==> src/rtl/uart_baud_gen_pkg.sv <==
package uart_baud_gen_pkg;
    localparam int SEL_W        = 4;
    localparam int PRE_STAGES   = 10;
    localparam logic [SEL_W-1:0] SEL_LAST_TAP = 4'd10;
    localparam logic [SEL_W-1:0] SEL_TIMER    = 4'd11;

    typedef struct packed {
        logic s1;
        logic s2;
        logic s3;
    } sync_state_t;
endpackage

==> src/rtl/uart_baud_prescaler.sv <==
module uart_baud_prescaler #(
    parameter int STAGES = 10
) (
    input  logic              clk,
    input  logic              rst_n,
    output logic [STAGES:0]   taps
);
    logic [STAGES-1:0] cnt_d, cnt_q;

    always_comb begin
        cnt_d = cnt_q + 1'b1;
    end

    always_ff @(posedge clk or negedge rst_n) begin
        if (!rst_n) cnt_q <= '0;
        else        cnt_q <= cnt_d;
    end

    assign taps[0] = 1'b1;
    for (genvar n = 1; n <= STAGES; n++) begin : g_tap
        assign taps[n] = &cnt_q[n-1:0];
    end
endmodule

==> src/rtl/uart_baud_edge_sync.sv <==
module uart_baud_edge_sync
    import uart_baud_gen_pkg::*;
(
    input  logic clk,
    input  logic rst_n,
    input  logic async_in,
    output logic rise
);
    sync_state_t st_d, st_q;

    always_comb begin
        st_d.s1 = async_in;
        st_d.s2 = st_q.s1;
        st_d.s3 = st_q.s2;
    end

    always_ff @(posedge clk or negedge rst_n) begin
        if (!rst_n) st_q <= '0;
        else        st_q <= st_d;
    end

    assign rise = st_q.s2 & ~st_q.s3;
endmodule

==> src/rtl/uart_baud_divider.sv <==
module uart_baud_divider #(
    parameter int DIV_W = 8
) (
    input  logic             clk,
    input  logic             rst_n,
    input  logic             run,
    input  logic             base_evt,
    input  logic [DIV_W-1:0] divisor,
    output logic             tick,
    output logic             level
);
    typedef struct packed {
        logic [DIV_W-1:0] cnt;
        logic             half;
        logic             tick;
    } div_state_t;

    div_state_t st_d, st_q;
    logic [DIV_W-1:0] last;

    always_comb begin
        last = divisor - 1'b1;
        st_d = st_q;
        st_d.tick = 1'b0;
        if (!run) begin
            st_d.cnt  = '0;
            st_d.half = 1'b0;
        end else if (base_evt) begin
            if (st_q.cnt == last) begin
                st_d.cnt  = '0;
                st_d.half = ~st_q.half;
                st_d.tick = 1'b1;
            end else begin
                st_d.cnt = st_q.cnt + 1'b1;
            end
        end
    end

    always_ff @(posedge clk or negedge rst_n) begin
        if (!rst_n) st_q <= '0;
        else        st_q <= st_d;
    end

    assign tick  = st_q.tick;
    assign level = st_q.half;
endmodule

==> src/rtl/uart_baud_gen.sv <==
module uart_baud_gen
    import uart_baud_gen_pkg::*;
#(
    parameter int DIV_W   = 8,
    parameter int MIN_DIV = 4
) (
    input  logic             clk,
    input  logic             rst_n,
    input  logic [3:0]       clk_sel,
    input  logic [DIV_W-1:0] divisor,
    input  logic             power_on,
    input  logic             tx_en,
    input  logic             rx_en,
    input  logic             timer_pulse,
    output logic             baud_tick,
    output logic             baud_level,
    output logic             cfg_error
);
    localparam logic [DIV_W-1:0] MIN_DIV_V = DIV_W'(MIN_DIV);

    logic [PRE_STAGES:0] taps;
    logic                timer_rise;
    logic                base_evt;
    logic                sel_bad;
    logic                div_bad;
    logic                run;

    uart_baud_prescaler #(.STAGES(PRE_STAGES)) u_pre (
        .clk   (clk),
        .rst_n (rst_n),
        .taps  (taps)
    );

    uart_baud_edge_sync u_sync (
        .clk      (clk),
        .rst_n    (rst_n),
        .async_in (timer_pulse),
        .rise     (timer_rise)
    );

    always_comb begin
        base_evt = 1'b0;
        if (clk_sel <= SEL_LAST_TAP) base_evt = taps[clk_sel];
        else if (clk_sel == SEL_TIMER) base_evt = timer_rise;
        sel_bad = clk_sel > SEL_TIMER;
        div_bad = divisor < MIN_DIV_V;
        run     = power_on & (tx_en | rx_en) & ~sel_bad & ~div_bad;
    end

    assign cfg_error = sel_bad | div_bad;

    uart_baud_divider #(.DIV_W(DIV_W)) u_div (
        .clk      (clk),
        .rst_n    (rst_n),
        .run      (run),
        .base_evt (base_evt),
        .divisor  (divisor),
        .tick     (baud_tick),
        .level    (baud_level)
    );
endmodule

==> config.mk <==
export PLATFORM = sky130hd
export DESIGN_NAME = uart_baud_gen
export DESIGN_NICKNAME = d
export VERILOG_FILES = /design/src/rtl/uart_baud_gen_pkg.sv /design/src/rtl/uart_baud_prescaler.sv /design/src/rtl/uart_baud_edge_sync.sv /design/src/rtl/uart_baud_divider.sv /design/src/rtl/uart_baud_gen.sv
export SDC_FILE = /design/constraint.sdc
export NUM_CORES = 1
export LEC_CHECK = 0
export BUFFER_PORTS_ARGS = -buffer_cell sky130_fd_sc_hd__clkbuf_2
export CORE_MARGIN = 2
export CORE_UTILIZATION = 30
export CTS_BUF_LIST = sky130_fd_sc_hd__clkbuf_16
export DETAILED_ROUTE_END_ITERATION = 16
export GPL_TIMING_DRIVEN = 0
export SLEW_MARGIN = 40
export SYNTH_ARGS = -nofsm -noshare
export SYNTH_HDL_FRONTEND = slang
export SYNTH_HIERARCHICAL = 1
export SYNTH_SLANG_ARGS = --single-unit
export TNS_END_PERCENT = 20
==> constraint.sdc <==
create_clock -name clk -period 6.95 [get_ports clk]
set_input_delay 0.695 -clock clk [delete_from_list [all_inputs] [get_ports clk]]
set_output_delay 0.695 -clock clk [all_outputs]
set_load 0.01 [all_outputs]
==> results.cfg, run 1 <==
[run_status]
outcome = finished clean

[clock_tree]
cts_tree = yes
clk_pin_slew_ps = 60
insertion_delay_ps = 250
numClockSinks = 23
clockBufferDepth = 2
cts_resized = 0
postCtsSetupBuffers = 0
h-tree-depth = 1
cts_buffers = 3
clockRootBuffer = clkbuf_16
cts_hold_buf = 0

[synth]
netlist_instances = 161
synth-seq-area-share_pct = 35.7
syn_nets = 185
yosysWarningCount = 6
synth_fa_ha_area_share_pct = 4.66
synth_xor_area_share_pct = 7.07
syn_area_mm2 = 0.00161
muxShareOfSynthArea_pct = 6.13
ys_async_sr_fraction_pct = 100
synth_top_family_by_area = simple AND/OR/NAND/NOR gates
avgSynthCellArea_um2 = 10.0
synth_simple_gate_area_share_pct = 26.3
synth_compound_area_share_pct = 15.6
synth-edff-count = 0
ys.flop_type = dfrtp_1
ys_ff_latch = 23
yosys.cell_types.count = 50

[min_path]
hold_class = reg -> reg

[drt]
drtAntennaViolNets = 0
viasPerCell = 4.71
finalWirelength_mm = 3.02
wl_per_cell_um = 11.8
drtPass1Iterations = 4
drc = 0
drtIter0Drc = 45
vias = 1200

[die]
boundaryPins = 21
coreArea_mm2 = 0.00514
die_h_um = 77.3
num_rows = 26
die_w_um = 77.3
floorplan.initialDensity_pct = 31.4
die_area_mm2 = 0.00597

[placement]
placed_area_mm2 = 0.00180
globalplace.congestion = 0.781
portBuffers = 20
hpwlAfterDp_mm = 2.33
dp_slack_ps = 4140

[grt]
use_met2_pct = 17.3
grt_antenna_before_repair = 0
grtUsageMet1_pct = 15.9
busiest_layer = met2
grt_util_all_layers_pct = 10.9
use_met3_pct = 1.41
grt_max_degree = 24
grt_pass1_vias = 1194
grt.overflow.total = 0
grt_pass1_wl_mm = 5.37

[cells_and_area]
finish.net_count = 210
antennaDiodeCount = 0
final_cell_area_mm2 = 0.00188
final_cell_mix = dfrtp_1 (23), clkbuf_2 (20), nor2_1 (16)
fillers = 556
area_growth_pct = 16.5
final_common_cell = dfrtp_1
drive_above_1_share_pct = 26.5

[sta]
clock_skew_ps = 4.59
worstMarginPinSlew_ps = 591
slew_headroom_pct = 60.6
timing.hold.ws_ps = 347
min_period_ps = 2820
max_freq_ghz = 0.355
setup_slack_ps = 4130
rsz0062_at_grt = false
period_share_pct = 40.5
hold_violations = 0
final.setup.tns_ps = 0
slew_viol_final = 0
finalSetupViolCount = 0

[worst_setup_path]
crit_required_ps = 7070
arrival_ps = 2940
end_kind = flop
crit_fanout = 8
crit_type = reg -> reg
critPathLaunchType = flop

[job]
max_cap_viol_count = 0

[pwr]
total_power_uw = 297
leakage_nw = 0.830
power.density_mw_per_mm2 = 158
peakVddDrop_mv = 0.105
-- cell type report --
cell class                      instances  area, um2  area share [%]
Sequential cell                        23        576            30.6
Clock buffer                            3       75.1            4.00
Buffer                                  7       46.3            2.47
Multi-Input combinational cell        125        967            51.5
Inverter                                6       22.5            1.20
Timing Repair Buffer                   20        100            5.33
Tap cell                               70       87.6            4.66
Clock inverter                          1       3.75           0.200
-- cells in the mapped netlist, types with 3 or more instances --
| library cell | number | area share [%] |
|---|---|---|
| buf_4 | 3 | 1.4 |
| nor2b_1 | 3 | 1.2 |
| nand2_1 | 15 | 3.5 |
| o211ai_2 | 3 | 2.3 |
| inv_1 | 6 | 1.4 |
| mux4_1 | 3 | 4.9 |
| nor3_2 | 3 | 1.9 |
| o21ai_0 | 8 | 2.5 |
| xor2_1 | 5 | 2.7 |
| nand2b_1 | 3 | 1.2 |
| ha_1 | 6 | 4.7 |
| nand3_1 | 7 | 2.2 |
| xnor2_1 | 8 | 4.3 |
| o211ai_1 | 4 | 1.9 |
| nor2_1 | 16 | 3.7 |
| dfrtp_1 | 23 | 36 |
-- worst max-delay path: stages, from the launching register on --
cell,delay (ps)
dfrtp_1,420
ha_1,270
nand3_1,110
nor2_2,50
and2_2,190
ha_1,180
mux4_1,500
mux2i_1,150
o21ai_1,140
and2_1,160
buf_2,180
o21ai_1,180
o211ai_1,140
-- cells by family (layout without fill, tap and decap cells) --
family                   Yosys count  count (layout)
flip-flops                        23              23
buffers and inverters             13              37
multiplexers                       5               5
AO/OA/AOI/OAI                     29              29
XOR/XNOR                          13              13
adder cells (fa/ha/maj)            6               6
other                              1               1
AND/OR/NAND/NOR                   71              71
-- path summary, 6_finish.rpt --
path | start | endpoint | slack, ps | cells after the start
hold reg to reg | u_sync/st_d[1] | u_sync/st_d[0] | 350 | 0
setup / recovery | u_pre/cnt_q[0] | u_div/st_q[9] | 4130 | 12
setup reg to reg | u_pre/cnt_q[0] | u_div/st_q[9] | 4130 | 12
max in group asynchronous | rst_n | u_div/st_q[3] | 6130 | 1
hold / removal | u_sync/st_d[1] | u_sync/st_d[0] | 350 | 0
min in group asynchronous | rst_n | u_pre/cnt_q[2] | 440 | 1
-- metrics by stage --
stage          std cells  util [%]
2_1_floorplan        161         -
3_3_place_gp         251      35.0
3_5_place_dp         251      35.0
4_1_cts              255      36.5
5_1_grt              255      36.5
6_report             255      36.5
-- registers in the layout (all words and copies together), names as in the netlist --
name and flops:
u_div/st_q 8, u_sync/st_q 1, u_pre/cnt_q 10, u_sync/st_d 2, u_div/tick 1, u_div/level 1
-- layer usage --
layer | share of wire [%] | vias to the layer above
met2 | 45 | 19
met1 | 52 | 557
met4 | 0.50 | 0
met3 | 2.9 | 2
met5 | 0 | -
li1 | - | 622
-- report_power, final --
part | switching [mW] | internal, mW
combinational | 0.0220 | 0.0156
clock | 0.0450 | 0.0767
sequential | 0.00215 | 0.136
(Power assumes the default switching activity.)
==> run 2: changes to the inputs <==
Clock period 6.95 ns to 2.7 ns, I/O delays scaled along.
==> run 2 against run 1 <==
Net effect:
- register-to-register slack worse by 4000 ps
- via count up 1.2%
- first-iteration DRC count up 18%
- worst setup slack worse by 4000 ps
- critical path type unchanged
- non-clock buffer count down 1
- utilization up 0.44 points
- highest routed layer unchanged
- critical path depth unchanged
- total power rose to 2.6 times the previous value
- design area up 1.2%
- clock skew about the same
- critical endpoint is now u_div/st_q[6]
- count of clock-buffer cells in the layout unchanged
- largest cell class unchanged
- sequential power rose to 2.6 times the previous value
==> results.cfg, run 2 (synthesis gave the netlist of run 1 again) <==
[placement]
placed_cells = 251
hpwlAfterDp_mm = 2.33
portBuffers = 20
placed_area_mm2 = 0.00180
globalplace.congestion = 0.781

[pwr]
pwr-share-seq_pct = 46.4
power.density_mw_per_mm2 = 404
peakVddDrop_mv = 0.272
p_int_uw = 589
pwr-share-clk_pct = 40.8
leakage_nw = 0.833
p_switching_uw = 178
combPwrFrac_pct = 12.8
switching_share_pct = 23.2

[clock_tree]
clockBufferDepth = 2
cts_hold_buf = 0
cts_tree = yes
insertion_delay_ps = 250
clockRootBuffer = clkbuf_16
cts_buffers = 3
clk_pin_slew_ps = 60
h-tree-depth = 1
numClockSinks = 23

[drt]
vias = 1214
viasPerCell = 4.78
drtPass1Iterations = 4
drtIter0Drc = 53
wl_per_cell_um = 11.9
finalWirelength_mm = 3.03
drtAntennaViolNets = 0
drc = 0

[die]
die_area_mm2 = 0.00597
floorplan.initialDensity_pct = 31.4
num_rows = 26
coreArea_mm2 = 0.00514
die_h_um = 77.3
boundaryPins = 21
die_w_um = 77.3

[min_path]
hold_class = in -> async

[sta]
min_period_ps = 2560
hold_violations = 0
period_share_pct = 94.7
clock_skew_ps = 4.51
finalSetupViolCount = 0
slew_headroom_pct = 60.8
rsz0062_at_grt = false
slew_viol_final = 0
worstMarginPinSlew_ps = 587
max_freq_ghz = 0.391

[grt]
grt_util_all_layers_pct = 11.0
grt_antenna_before_repair = 0
grt_pass1_vias = 1217
grt_pass1_wl_mm = 5.42
grt.overflow.total = 0
grt_max_degree = 24

[worst_setup_path]
critPathLaunchType = flop
reg2reg_slack_ps = 140
end_kind = flop
r2r-end = u_div/st_q[6]
crit_type = reg -> reg
crit_fanout = 7
worst-r2r-cell-count = 12
r2r_start = u_pre/cnt_q[0]
arrival_ps = 2710
crit_end = u_div/st_q[6]
crit_required_ps = 2850
critPathLaunch = u_pre/cnt_q[0]

[cells_and_area]
finish.net_count = 209
largest_register_ffs = 10
final_cells = 254
area_growth_pct = 17.9
drive_above_1_share_pct = 29.3
final_cell_area_mm2 = 0.00190
fillers = 553
seqCellArea_um2 = 577
multi_input_area_um2 = 990
largest-register = u_pre/cnt_q
final_common_cell = dfrtp_1
final_cell_mix = dfrtp_1 (22), clkbuf_2 (20), nor2_1 (16)
antennaDiodeCount = 0

[run_status]
outcome = finished clean

[job]
max_cap_viol_count = 0
-- run 2: final cells by class --
type / instances / share of cell area, %
Multi-Input combinational cell: 125 / 52.1
Sequential cell: 23 / 30.3
Timing Repair Buffer: 20 / 5.27
Tap cell: 70 / 4.61
Clock buffer: 3 / 3.95
Buffer: 6 / 2.37
Inverter: 6 / 1.18
Clock inverter: 1 / 0.197
-- run 2: power by group through the flow --
stage,logic (mW),registers [mW],clock network [mW]
after floorplan,0.0587,0.360,0
after global placement,0.0972,0.362,0
after detailed placement,0.0979,0.362,0
after CTS,0.0988,0.356,0.327
after global routing,0.110,0.357,0.338
final,0.0984,0.356,0.313
-- run 2: critical path, cell delays in order, from the launching register on --
cell and delay, ps:
dfrtp_2 450, ha_4 190, nand3_1 90, nor2_2 50
and2_2 190, ha_1 180, mux4_1 500, mux2i_1 190
o21ai_2 110, nor2b_1 130, buf_4 160, nor2_1 40
a22oi_1 170
-- run 2: worst min-delay path by stage --
stage	start	end	slack [ps]	depth (start not counted)
after floorplan	rst_n	u_div/level	-30	0
after global placement	rst_n	u_sync/st_d[1]	300	1
after detailed placement	rst_n	u_sync/st_d[1]	310	1
after CTS	rst_n	u_sync/st_d[1]	40	1
after global routing	rst_n	u_sync/st_d[1]	50	1
final	rst_n	u_pre/cnt_q[2]	10	1
-- run 2: routing by layer --
layer	track usage [%]	share of wire, %	vias up
met5	0	0	-
met4	2.32	0.49	0
met3	1.41	3.2	2
met2	17.5	45	21
met1	15.9	52	569
li1	-	-	622
-- run 2: stage by stage --
| step | power (mW) | hold slack (ps) | utilization (%) | setup WS [ps] | setup TNS, ps |
|---|---|---|---|---|---|
| 2_1_floorplan | 0.419 | -25.6 | - | 180 | 0 |
| 3_3_place_gp | 0.459 | 302 | 35.0 | -105 | -333 |
| 3_5_place_dp | 0.460 | 310 | 35.0 | -109 | -421 |
| 4_1_cts | 0.781 | 39.9 | 36.7 | 14.2 | 0 |
| 5_1_grt | 0.804 | 52.4 | 37.0 | 3.04 | 0 |
| 6_report | 0.767 | 10.2 | 37.0 | 142 | 0 |
-- run 2: what timing repair did --
action / CTS / global route
gates resized for setup: 3 / 7
setup endpoints to repair: 5 / 7
setup buffers: 0 / 0
hold endpoints to repair: 0 / 0
pin swaps: 0 / 2
